[src/rtl/desc_pkg.sv]
package desc_pkg;

  typedef enum logic [2:0] {
    ST_IDLE    = 3'd0,
    ST_ARB     = 3'd1,
    ST_BEAT    = 3'd2,
    ST_FIN     = 3'd3,
    ST_BACKOFF = 3'd4
  } seq_state_t;

  typedef struct packed {
    logic mode32;
    logic wr;
    logic eop;
  } req_flags_t;

endpackage

[src/rtl/desc_order.sv]
module desc_order
  import desc_pkg::*;
#(
  parameter int OFFW = 8
) (
  input  req_flags_t        flags,
  input  logic              beat,
  output logic [OFFW-1:0]   offset,
  output logic              last_beat,
  output logic              own_slot
);

  localparam logic [OFFW-1:0] OFF_00 = OFFW'(0);
  localparam logic [OFFW-1:0] OFF_04 = OFFW'(4);
  localparam logic [OFFW-1:0] OFF_08 = OFFW'(8);

  logic single;

  always_comb begin
    single    = flags.wr && !flags.eop;
    last_beat = beat || single;
    own_slot  = flags.wr && (single || beat);
    if (!flags.wr) begin
      if (flags.mode32) offset = beat ? OFF_00 : OFF_04;
      else              offset = beat ? OFF_04 : OFF_00;
    end else if (own_slot) begin
      offset = flags.mode32 ? OFF_04 : OFF_00;
    end else begin
      offset = flags.mode32 ? OFF_08 : OFF_04;
    end
  end

endmodule

[src/rtl/desc_ctrl.sv]
module desc_ctrl
  import desc_pkg::*;
(
  input  logic       clk,
  input  logic       rst_n,
  input  logic       req_valid,
  input  logic       aligned,
  input  logic       hlda,
  input  logic       bus_rdy,
  input  logic       preempt,
  input  logic       last_beat,
  output seq_state_t state,
  output logic       accept,
  output logic       beat,
  output logic       fire,
  output logic       err
);

  seq_state_t state_q, state_d;
  logic       beat_q, beat_d;
  logic       pend_q, pend_d;
  logic       err_q, err_d;

  always_comb begin
    state_d = state_q;
    beat_d  = beat_q;
    pend_d  = pend_q;
    err_d   = 1'b0;
    accept  = (state_q == ST_IDLE) && req_valid && aligned;
    fire    = (state_q == ST_BEAT) && bus_rdy;
    case (state_q)
      ST_IDLE: begin
        if (req_valid) begin
          if (aligned) begin
            state_d = ST_ARB;
            beat_d  = 1'b0;
            pend_d  = 1'b0;
          end else begin
            err_d = 1'b1;
          end
        end
      end
      ST_ARB: begin
        if (preempt) pend_d = 1'b1;
        if (hlda) state_d = ST_BEAT;
      end
      ST_BEAT: begin
        if (preempt) pend_d = 1'b1;
        if (bus_rdy) begin
          if (last_beat) state_d = ST_FIN;
          else           beat_d  = 1'b1;
        end
      end
      ST_FIN:  state_d = pend_q ? ST_BACKOFF : ST_IDLE;
      default: state_d = ST_IDLE;
    endcase
  end

  always_ff @(posedge clk or negedge rst_n) begin
    if (!rst_n) begin
      state_q <= ST_IDLE;
      beat_q  <= 1'b0;
      pend_q  <= 1'b0;
      err_q   <= 1'b0;
    end else begin
      state_q <= state_d;
      beat_q  <= beat_d;
      pend_q  <= pend_d;
      err_q   <= err_d;
    end
  end

  assign state = state_q;
  assign beat  = beat_q;
  assign err   = err_q;

endmodule

[src/rtl/desc_dpath.sv]
module desc_dpath
  import desc_pkg::*;
#(
  parameter int AW   = 32,
  parameter int DW   = 32,
  parameter int OFFW = 8
) (
  input  logic              clk,
  input  logic              rst_n,
  input  logic              accept,
  input  logic              fire,
  input  logic              beat,
  input  logic              own_slot,
  input  logic [OFFW-1:0]   offset,
  input  logic [AW-1:0]     req_base,
  input  req_flags_t        req_flags,
  input  logic [DW-1:0]     wr_aux_data,
  input  logic [DW/8-1:0]   wr_aux_be,
  input  logic [DW-1:0]     wr_own_data,
  input  logic [DW/8-1:0]   wr_own_be,
  input  logic [DW-1:0]     bus_rdata,
  output req_flags_t        flags,
  output logic [AW-1:0]     bus_addr,
  output logic [DW/8-1:0]   bus_be,
  output logic [DW-1:0]     bus_wdata,
  output logic [DW-1:0]     rd_word0,
  output logic [OFFW-1:0]   rd_off0,
  output logic [DW-1:0]     rd_word1,
  output logic [OFFW-1:0]   rd_off1
);

  localparam int BEW = DW / 8;

  logic [AW-1:0]   base_q;
  req_flags_t      flags_q;
  logic [DW-1:0]   aux_d_q, own_d_q;
  logic [BEW-1:0]  aux_be_q, own_be_q;
  logic [DW-1:0]   w0_q, w1_q;
  logic [OFFW-1:0] o0_q, o1_q;
  logic            cap0_en, cap1_en;

  always_ff @(posedge clk or negedge rst_n) begin
    if (!rst_n) begin
      base_q   <= '0;
      flags_q  <= '0;
      aux_d_q  <= '0;
      own_d_q  <= '0;
      aux_be_q <= '0;
      own_be_q <= '0;
    end else if (accept) begin
      base_q   <= req_base;
      flags_q  <= req_flags;
      aux_d_q  <= wr_aux_data;
      own_d_q  <= wr_own_data;
      aux_be_q <= wr_aux_be;
      own_be_q <= wr_own_be;
    end
  end

  always_comb begin
    cap0_en = fire && !flags_q.wr && !beat;
    cap1_en = fire && !flags_q.wr && beat;
  end

  always_ff @(posedge clk or negedge rst_n) begin
    if (!rst_n) begin
      w0_q <= '0;
      o0_q <= '0;
    end else if (cap0_en) begin
      w0_q <= bus_rdata;
      o0_q <= offset;
    end
  end

  always_ff @(posedge clk or negedge rst_n) begin
    if (!rst_n) begin
      w1_q <= '0;
      o1_q <= '0;
    end else if (cap1_en) begin
      w1_q <= bus_rdata;
      o1_q <= offset;
    end
  end

  always_comb begin
    bus_addr = {base_q[AW-1:OFFW], base_q[OFFW-1:0] + offset};
    if (!flags_q.wr) begin
      bus_be    = '1;
      bus_wdata = '0;
    end else if (own_slot) begin
      bus_be    = own_be_q;
      bus_wdata = own_d_q;
    end else begin
      bus_be    = aux_be_q;
      bus_wdata = aux_d_q;
    end
  end

  assign flags    = flags_q;
  assign rd_word0 = w0_q;
  assign rd_off0  = o0_q;
  assign rd_word1 = w1_q;
  assign rd_off1  = o1_q;

endmodule

[src/rtl/desc_xfer_seq.sv]
module desc_xfer_seq
  import desc_pkg::*;
#(
  parameter int AW   = 32,
  parameter int DW   = 32,
  parameter int OFFW = 8
) (
  input  logic              clk,
  input  logic              rst_n,
  input  logic              req_valid,
  input  logic [AW-1:0]     req_base,
  input  logic              req_write,
  input  logic              req_eop,
  input  logic              req_mode32,
  input  logic [DW-1:0]     wr_aux_data,
  input  logic [DW/8-1:0]   wr_aux_be,
  input  logic [DW-1:0]     wr_own_data,
  input  logic [DW/8-1:0]   wr_own_be,
  output logic              req_ready,
  output logic              hold,
  input  logic              hlda,
  input  logic              preempt,
  output logic              bus_cyc,
  output logic              bus_wr,
  output logic [AW-1:0]     bus_addr,
  output logic [DW/8-1:0]   bus_be,
  output logic [DW-1:0]     bus_wdata,
  input  logic              bus_rdy,
  input  logic [DW-1:0]     bus_rdata,
  output logic              done,
  output logic              err,
  output logic [DW-1:0]     rd_word0,
  output logic [OFFW-1:0]   rd_off0,
  output logic [DW-1:0]     rd_word1,
  output logic [OFFW-1:0]   rd_off1
);

  seq_state_t      state;
  req_flags_t      in_flags, flags;
  logic            aligned, accept, beat, fire, last_beat, own_slot;
  logic [OFFW-1:0] offset;

  always_comb begin
    aligned         = (req_base[1:0] == 2'b00);
    in_flags.mode32 = req_mode32;
    in_flags.wr     = req_write;
    in_flags.eop    = req_eop;
  end

  desc_ctrl u_ctrl (
    .clk       (clk),
    .rst_n     (rst_n),
    .req_valid (req_valid),
    .aligned   (aligned),
    .hlda      (hlda),
    .bus_rdy   (bus_rdy),
    .preempt   (preempt),
    .last_beat (last_beat),
    .state     (state),
    .accept    (accept),
    .beat      (beat),
    .fire      (fire),
    .err       (err)
  );

  desc_order #(.OFFW(OFFW)) u_order (
    .flags     (flags),
    .beat      (beat),
    .offset    (offset),
    .last_beat (last_beat),
    .own_slot  (own_slot)
  );

  desc_dpath #(.AW(AW), .DW(DW), .OFFW(OFFW)) u_dpath (
    .clk         (clk),
    .rst_n       (rst_n),
    .accept      (accept),
    .fire        (fire),
    .beat        (beat),
    .own_slot    (own_slot),
    .offset      (offset),
    .req_base    (req_base),
    .req_flags   (in_flags),
    .wr_aux_data (wr_aux_data),
    .wr_aux_be   (wr_aux_be),
    .wr_own_data (wr_own_data),
    .wr_own_be   (wr_own_be),
    .bus_rdata   (bus_rdata),
    .flags       (flags),
    .bus_addr    (bus_addr),
    .bus_be      (bus_be),
    .bus_wdata   (bus_wdata),
    .rd_word0    (rd_word0),
    .rd_off0     (rd_off0),
    .rd_word1    (rd_word1),
    .rd_off1     (rd_off1)
  );

  always_comb begin
    req_ready = (state == ST_IDLE);
    hold      = (state == ST_ARB) || (state == ST_BEAT);
    bus_cyc   = (state == ST_BEAT);
    bus_wr    = (state == ST_BEAT) && flags.wr;
    done      = (state == ST_FIN);
  end

endmodule

[config.mk]
export PLATFORM = sky130hd
export DESIGN_NAME = desc_xfer_seq
export DESIGN_NICKNAME = d
export VERILOG_FILES = /design/src/rtl/desc_pkg.sv /design/src/rtl/desc_order.sv /design/src/rtl/desc_ctrl.sv /design/src/rtl/desc_dpath.sv /design/src/rtl/desc_xfer_seq.sv
export SDC_FILE = /design/constraint.sdc
export NUM_CORES = 1
export LEC_CHECK = 0
export BUFFER_PORTS_ARGS = -buffer_cell sky130_fd_sc_hd__buf_2
export CORE_ASPECT_RATIO = 1.5
export CORE_MARGIN = 2
export CORE_UTILIZATION = 50
export CTS_CLUSTER_SIZE = 28
export DETAILED_ROUTE_END_ITERATION = 6
export PLACE_DENSITY = 0.82
export SLEW_MARGIN = 20
export SYNTH_ARGS = -nofsm -noshare
export SYNTH_HDL_FRONTEND = slang
export SYNTH_SLANG_ARGS = --single-unit
[constraint.sdc]
create_clock -name clk -period 3.93 [get_ports clk]
set_input_delay 0.393 -clock clk [delete_from_list [all_inputs] [get_ports clk]]
set_output_delay 0.393 -clock clk [all_outputs]
set_load 0.02 [all_outputs]
# Yosys cells after proc, flatten, opt, wreduce, memory -nomap -nowiden

Index checks and enable logic that the tools add are counted.

Mux-type cells: 28
Add/subtract/negate cells: 1
Reduce and logical (&&, ||, !) cells: 22
Eq/ne operators: 10

Operators by type and width:

| operator             | count |
|---|---|
| $mux W32             | 2 |
| $mux W3              | 9 |
| $mux W8              | 3 |
| $mux W4              | 3 |
| $pmux W3 S4          | 1 |
| $reduce_and A5 Y1    | 2 |
| $logic_and A1 B1 Y1  | 9 |
| $add A8 B8 Y8        | 1 |
| $mux W1              | 8 |
| $ne A2 B1 Y1 const B | 4 |
| $eq A3 B2 Y1 const B | 2 |
| $ne A2 B2 Y1 const B | 3 |
| $pmux W1 S2          | 2 |
| $reduce_and A4 Y1    | 1 |
| $reduce_bool A2 Y1   | 2 |
| $eq A3 B1 Y1 const B | 1 |
| $logic_not A1 Y1     | 3 |
| $logic_not A3 Y1     | 1 |
| $logic_not A2 Y1     | 1 |
| $logic_or A1 B1 Y1   | 2 |
| $reduce_or A2 Y1     | 1 |

Flip-flop bits (word level): 193
Input bits: 145
Output and inout port bits: 154
Word-level logic and storage cells: 77

# Depth between registers and ports, before layout

Gate-level depths: netlist of run 1.

Depth in word-level cells: 7
Depth in mapped cells: 14

# Cells and area by module

Synthesis of run 1 repeated with hierarchy kept, for this count alone.

Cell total of the unflattened synthesis: 592
Area total of the unflattened synthesis: 8461.9 µm²

Modules (own cells, without submodules):

| module        | sequential area each (µm²) | cells an instance | area each (µm²) | times used |
|---|---|---|---|---|
| desc_dpath    | 4679.5                     | 543               | 8003.9          | 1 |
| desc_ctrl     | 150.1                      | 26                | 297.8           | 1 |
| desc_order    | 0.0                        | 16                | 110.1           | 1 |
| desc_xfer_seq | 0.0                        | 7                 | 50.0            | 1 |

# Worst setup path before layout of run 1

Ideal clock, no wire load.

Kind: register to output
From: register u_dpath.flags_q, in the netlist u_dpath.flags[1]
To: output bus_addr[4]
Cell stages (with the launch flop): 13
Arrival: 2728 ps
Path slack: 809 ps
Path through: dfrtp_1 > buf_2 > nor2b_1 > or2_2 > buf_2 > buf_2 > nand2_1 > ha_1 > nand2_1 > o21ai_0 > ha_1 > fa_1 > xor2_1

Cells in the longest elaborated chain, start to end: 6

RTL lines:

| item                   | RTL line            | source |
|---|---|---|
| from (decl)            | desc_dpath.sv:35    | `req_flags_t flags_q;` |
| from (signal assigned) | desc_dpath.sv:52    | `flags_q <= req_flags;` |
| $logic_and A1 B1 Y1    | desc_order.sv:20    | `single = flags.wr && !flags.eop;` |
| $logic_or A1 B1 Y1     | desc_order.sv:22    | `own_slot = flags.wr && (single \|\| beat);` |
| $logic_and A1 B1 Y1    | desc_order.sv:22    |  |
| $mux W8                | desc_order.sv:26    | `end else if (own_slot) begin` |
| $mux W8 *              | desc_order.sv:23    | `if (!flags.wr) begin` |
| named net offset[2]    | desc_xfer_seq.sv:41 | `logic [OFFW-1:0] offset;` |
| $add A8 B8 Y8 *        | desc_dpath.sv:86    | `bus_addr = {base_q[AW-1:OFFW], base_q[OFFW-1:0] + offset};` |
| to (decl)              | desc_xfer_seq.sv:25 | `output logic [AW-1:0] bus_addr,` |

Mark *: on every way through the listed nets, which the timed path passes. The rest lies on a longest branch.

# Worst setup path after layout of run 1

From: register u_dpath.flags_q, in the netlist u_dpath.flags[0]
To: output bus_addr[6]

Cells in the longest elaborated chain, start to end: 7

RTL lines:

| item                | RTL line |
|---|---|
| $logic_not A1 Y1    | desc_order.sv:20 |
| $logic_and A1 B1 Y1 | desc_order.sv:20 |
| $logic_or A1 B1 Y1  | desc_order.sv:22 |
| $logic_and A1 B1 Y1 | desc_order.sv:22 |
| $mux W8             | desc_order.sv:26 |
| $mux W8             | desc_order.sv:23 |
| named net offset[2] | desc_xfer_seq.sv:41 |
| $add A8 B8 Y8       | desc_dpath.sv:86 |

The timed path passes the listed nets, and every way through them passes these cells.

==> impl_metrics.tcl, run 1 <==
set metrics [dict create \
    status "finished, final reports clean" \
    max_slew_margin_pct 40.68 \
    start_util_pct 51.16 \
    seq_area_sq_um 4529 \
    cpPeakStageDelay_ps 450 \
    wl_um 18710 \
    grt_pass1_vias 5804 \
    met3_length_um 1394 \
    cts.sink_count 181 \
    wl_met1_um 7170 \
    setup-tns-final_ps 0 \
    insertion_delay_ps 420 \
    drc 0 \
    finalPower_mw 9.183 \
    worstSetupEndpointType "primary output" \
    synth_edf_count 0 \
    vias_per_cell 5.024 \
    cts_resized 0 \
    die_h_um 161.6 \
    synth_area_sq_um 8282 \
    grt.total_usage_pct 21.61 \
    yosys_warnings 0 \
    fp-row-count 57 \
    drive_gt1_share_pct 59.25 \
    cp_cell_sequence "nor2b_1, or2_2, nand2_1, ha_1, nand2_1, o21ai_0, ha_1, fa_1, nand3_1, xnor2_1, buf_2" \
    syn_inst 585 \
    synth_cell_type_count 37 \
    worst_hold_slack_ps 71.30 \
    fp.dieArea_sq_um 17630 \
    synth.most_common_cell "dfrtp_1" \
    grt_max_degree 99 \
    antenna_found_initial 0 \
    multi_input_area_sq_um 3266 \
    first_pass_iters 4 \
    finalSetupViolations 0 \
    wl_met2_um 9714 \
    die_x_um 109.1 \
    cts.clk_slew.worst_paths_ps 70 \
    postCtsSetupBuffers 0 \
    htreeDepth 4 \
    period_share_pct 83.22 \
    grt-ovfl-total 0 \
    hold_viol 0 \
    skew_ps 12.72 \
    rsz0062_at_grt "no" \
    ioPinCount 299 \
    cap_violations 0 \
    fin_nets 991 \
    gp_congestion 0.8173 \
    fin_crit_ps 3271 \
    drt_iter0_markers 232 \
    hpwl_um 13460 \
    vdd_ir_drop_max_uv 477.8 \
    synthFlopType "dfrtp_1" \
    grt_pass1_wl_um 29480 \
    r2r_setup_slack_ps 1500 \
    synth.area.top_cells "dfrtp_1 (55%), mux2_4 (17%), mux2_2 (10%)" \
    vias 5330 \
    synth_top_area_share_pct 54.69 \
    tightest_slew_ps 889.7 \
    place_area_sq_um 9593 \
    route.detailed.wl_per_inst_um 17.64 \
    stdcell_area_sq_um 10170 \
    slew_viol_final 0 \
    synthArstFlopShare_pct 100.0 \
    worstPathRequired_ps 3540 \
    path_max_fanout 3 \
    fmax_mhz 305.8 \
    cts_buffer_depth 2 \
    arrival_ps 2880 \
    yosys.area.top_type "dfrtp_1" \
    slowest_stage "fa_1" \
    hold_class "in2async" \
    cts_buffers 17 \
    syn_area_per_cell_sq_um 14.16 \
    leakagePower_nw 5.393 \
    tritoncts "yes" \
    yosys-top-cells-count "dfrtp_1 (181), mux2_4 (95), nand2_1 (77), mux2_2 (76), buf_4 (38)" \
    cp-start-kind "flop" \
    cts_hold_buffers 0 \
    final_core_utilization_pct 62.83 \
    top_layer_used "met4" \
    ys_ff_latch 181 \
    fillCellCount 1257 \
    port_buffers 286 \
    fp.coreArea_sq_um 16190 \
    powerDensity_nw_per_um2 902.7 \
    ys_seq_area_share_pct 54.69 \
    critPathKind "reg2out" \
    synthToLayoutAreaGrowth_pct 22.83 \
    ctsRootBufferMaster "clkbuf_16" \
    ant_nets 0 \
]
## final cells by class
cell class	count	area share, %
Inverter	2	0.07380
Clock buffer	19	4.256
Timing Repair Buffer	297	15.07
Antenna cell	1	0.02460
Sequential cell	181	44.53
Clock inverter	12	1.415
Multi-Input combinational cell	343	32.10
Tap cell	206	2.534
## placed cells by master (no fill, tap or decap), types with 2 or more instances in the layout
| cell type | count |
|---|---|
| nand3_1 | 5 |
| xnor2_1 | 3 |
| buf_4 | 10 |
| inv_6 | 3 |
| dfrtp_1 | 181 |
| bufinv_16 | 2 |
| clkbuf_16 | 17 |
| a21boi_0 | 32 |
| mux2_4 | 95 |
| nand2_1 | 77 |
| ha_1 | 3 |
| nor2_1 | 5 |
| and2_1 | 6 |
| conb_1 | 12 |
| mux2_2 | 76 |
| nor2b_1 | 3 |
| clkinvlp_4 | 5 |
| o21ai_0 | 5 |
| buf_2 | 285 |
| clkbuf_1 | 2 |
| xor2_1 | 3 |
## cell families after synthesis
group,after synthesis,synth area share (%)
simple gates,107,6.043
mux,172,27.69
buf+inv,72,6.496
flops,181,54.69
other cells,1,0.04528
xor+xnor,6,0.6347
compound gates,42,3.701
fa+ha+maj,4,0.6950
## state kept, by name (all words and copies together) (netlist names), 2 cells and up
register,flops
u_ctrl.state,3
u_dpath.aux_be_q,4
u_dpath.aux_d_q,32
u_dpath.base_q,32
u_dpath.flags,3
u_dpath.own_be_q,4
u_dpath.own_d_q,32
u_dpath.rd_off0,2
u_dpath.rd_off1,2
u_dpath.rd_word0,32
u_dpath.rd_word1,32
## path summary, 6_finish.rpt
kind                                   start              endpoint  cells past startpoint
max                         u_dpath.flags[0]           bus_addr[6]                     11
max reg2reg                  u_ctrl.state[1]    u_dpath.base_q[27]                      5
min in group clk             wr_aux_data[18]   u_dpath.aux_d_q[18]                      2
max in group asynchronous              rst_n  u_dpath.rd_word1[18]                      2
min reg2reg                u_dpath.base_q[1]     u_dpath.base_q[1]                      1
min                                    rst_n   u_dpath.own_d_q[18]                      1
## per-layer routing
| layer | vias up | GRT usage, % |
|---|---|---|
| li1 | 2450 | - |
| met1 | 2630 | 24.97 |
| met2 | 221 | 37.78 |
| met3 | 29 | 6.457 |
| met4 | 0 | 7.051 |
| met5 | - | 0 |
## where the power goes
part | internal [mW] | switching (mW) | leakage [nW]
Sequential | 2.77 | 0.545 | 2.19
Clock | 0.947 | 0.757 | 0.265
Combinational | 1.92 | 2.25 | 2.94
Total | 5.63 | 3.55 | 5.39
## critical path, delay by kind of cell (launching register included)
kind | cells | cell delay, ps
buf+inv | 1 | 180
simple gates | 5 | 660
flops | 1 | 380
compound gates | 1 | 130
fa+ha+maj | 3 | 1010
xor+xnor | 1 | 110
## through the flow
stage | worst slack (ps) | instances
2_1_floorplan | 809.4 | 596
3_3_place_gp | 1135 | 1029
3_5_place_dp | 1119 | 1029
4_1_cts | 642.7 | 1060
5_1_grt | 433.7 | 1060
6_report | 659.4 | 1061
(Power assumes the default switching activity.)
==> run 2, diff against run 1 <==
--- a/config.mk
+++ b/config.mk
@@ -5,10 +5,11 @@
 export SDC_FILE = /design/constraint.sdc
 export NUM_CORES = 1
 export LEC_CHECK = 0
+export ABC_AREA = 1
 export BUFFER_PORTS_ARGS = -buffer_cell sky130_fd_sc_hd__buf_2
 export CORE_ASPECT_RATIO = 1.5
 export CORE_MARGIN = 2
-export CORE_UTILIZATION = 50
+export CORE_UTILIZATION = 49
 export CTS_CLUSTER_SIZE = 28
 export DETAILED_ROUTE_END_ITERATION = 6
 export PLACE_DENSITY = 0.82
==> constraint.sdc (replaced) <==
create_clock -name clk -period 3.4 [get_ports clk]
set_input_delay 0.34 -clock clk [delete_from_list [all_inputs] [get_ports clk]]
set_output_delay 0.34 -clock clk [all_outputs]
set_load 0.02 [all_outputs]
==> impl_metrics.tcl, run 2 <==
set metrics [dict create \
    status "finished, final reports clean" \
    ys_ff_latch 181 \
    synthToLayoutAreaGrowth_pct 24.81 \
    final_core_utilization_pct 62.93 \
    vdd_ir_drop_max_uv 499.5 \
    grt_max_degree 104 \
    drive_gt1_share_pct 28.15 \
    hold_viol 0 \
    layout_common_cells "nand2_1 (546), buf_2 (285), dfrtp_1 (180), o21ai_0 (44), a21oi_1 (30)" \
    cts_buffer_depth 2 \
    cp-start-kind "flop" \
    synth.most_common_cell "nand2_1" \
    syn_inst 961 \
    cts.sink_count 181 \
    drt_iter0_markers 429 \
    hold_path_depth 3 \
    worst_hold_slack_ps 122.4 \
    cp_cell_sequence "inv_1, nand2_1, nand2_2, inv_2, nor2_4, inv_1, ha_1, nor2_1, a21oi_1, ha_1, fa_1, nand3_1, xnor2_1, buf_2" \
    r2r_start "u_dpath.flags[1]" \
    skew_ps 10.38 \
    ant_nets 0 \
    finalSetupViolations 0 \
    die_x_um 107.8 \
    drc 0 \
    r2r_setup_slack_ps 870 \
    synthFlopType "dfrtp_1" \
    cap_violations 0 \
    gp_congestion 0.8688 \
    finalPower_mw 9.970 \
    vias_per_cell 4.910 \
    grt-ovfl-total 0 \
    yosys_warnings 0 \
    slowest_stage "fa_1" \
    worstSetupEndpointType "primary output" \
    reg2regPathDepth 8 \
    hold_end "u_dpath.aux_d_q[8]" \
    synth_top_area_share_pct 57.23 \
    die_h_um 159.6 \
    synth_cell_type_count 25 \
    setup-tns-final_ps 0 \
    yosys-top-cells-count "nand2_1 (546), dfrtp_1 (181), buf_4 (51), o21ai_0 (44), a21oi_1 (30)" \
    tightest_slew_ps 775.7 \
    hold_class "in2reg" \
    synth_area_sq_um 7914 \
    hold_start "wr_aux_data[8]" \
    tritoncts "yes" \
    fp-row-count 56 \
    cts_buffers 17 \
    insertion_delay_ps 410 \
    fin_nets 1352 \
    powerDensity_nw_per_um2 1009 \
    hpwl_um 14310 \
    start_util_pct 50.42 \
    arrival_ps 2810 \
    ys_seq_area_share_pct 57.23 \
    critPathKind "reg2out" \
    rsz0062_at_grt "no" \
    max_slew_margin_pct 48.17 \
    r2r_end "u_dpath.rd_word0[7]" \
    synth_edf_count 0 \
    fin_crit_ps 3154 \
    port_buffers 286 \
    synth.area.top_cells "dfrtp_1 (57%), nand2_1 (26%), buf_4 (4.8%)" \
    first_pass_iters 4 \
    yosys.area.top_type "dfrtp_1" \
    fp.coreArea_sq_um 15700 \
    vias 6972 \
    ioPinCount 299 \
    synthArstFlopShare_pct 100.0 \
    grt_pass1_wl_um 32710 \
    ctsRootBufferMaster "clkbuf_16" \
    final_common_cell "nand2_1" \
    post-place-cells 1383 \
    htreeDepth 4 \
    cts.clk_slew.worst_paths_ps 70 \
    fp.dieArea_sq_um 17200 \
    antenna_found_initial 3 \
    worstPathRequired_ps 3060 \
    period_share_pct 92.76 \
    grt.total_usage_pct 23.72 \
    leakagePower_nw 5.711 \
    cpPeakStageDelay_ps 440 \
    path_max_fanout 5 \
    slew_viol_final 0 \
    layoutNonFillerInstCount 1420 \
    route.detailed.wl_per_inst_um 14.21 \
    fmax_mhz 317.1 \
    wl_um 20180 \
    grt_pass1_vias 6781 \
    syn_area_per_cell_sq_um 8.235 \
]
==> run 2: cell count changes after synthesis, moves of 6 or more <==
cell      change
buf_4        +13
mux2_4       -95
buf_6        -14
o21ai_0      +39
a21oi_1      +29
nand2_1     +469
inv_1        +15
a21boi_0     -32
and2_1        -6
buf_2        +13
mux2_2       -76
nor2_1       +17
==> run 2: critical path: cells and delay by family (launching register included) <==
family	cells	cell delay, ps
AO/OA/AOI/OAI	1	90
XOR/XNOR	1	130
adder cells (fa/ha/maj)	3	980
buffers and inverters	4	370
flip-flops	1	360
AND/OR/NAND/NOR	5	480
==> run 2: final cells by class <==
class / instances / area [sq um]
clock buffers: 19 / 432.9
multi-input cells: 682 / 2799
clock inverters: 12 / 193.9
fillers: 1405 / 5818
diodes: 2 / 5.005
repair buffers: 300 / 1583
well taps: 203 / 254.0
flip-flops and latches: 181 / 4531
inverters: 21 / 78.83
==> run 2: repair_timing <==
item	4_1_cts	5_1_grt
hold buffers	1	0
setup endpoints to repair	1	3
resized for setup	1	1
endpoints found under the hold margin	63	0
buffers inserted	0	3
==> run 2: cell families (layout without fill, tap and decap cells) <==
family	after synthesis	after routing	share of synthesized area, %
AND/OR/NAND/NOR	587	587	28.71
XOR/XNOR	5	5	0.5533
buffers and inverters	109	352	8.048
other	1	14	0.04739
flip-flops	181	181	57.23
AO/OA/AOI/OAI	74	74	4.680
adder cells (fa/ha/maj)	4	4	0.7273
==> run 2: worst max path at each step <==
stage / start / to / slack (ps)
3_5_place_dp: u_dpath.flags[1] / bus_addr[6] / 400
5_1_grt: u_dpath.flags[0] / bus_addr[6] / 30
4_1_cts: u_dpath.flags[1] / bus_addr[6] / 80
6_report: u_dpath.flags[0] / bus_addr[6] / 250
3_3_place_gp: u_dpath.flags[1] / bus_addr[6] / 470
2_1_floorplan: u_ctrl.beat / bus_addr[4] / 550
==> run 2: through the flow <==
step                worst slack [ps]  instance area [sq um]
floorplan                      554.5                   7955
global placement               471.3                   9206
detailed placement             395.7                   9206
CTS                            79.62                   9844
global route                   33.18                   9877
finish                         246.1                   9877
==> run 2: per-layer routing <==
metal	wire length [um]	share of wire (%)	GRT usage, %
met5	8	0.040	0
met4	771	3.8	10.96
met3	1044	5.2	3.837
met2	10580	52	41.68
met1	7778	39	28.00
==> run 2: report_power, final <==
group,switching (mW),internal [mW],leakage [nW],total (mW)
registers,0.563,3.16,2.28,3.72
logic,2.83,1.34,3.13,4.17
clock network,0.838,1.25,0.296,2.08
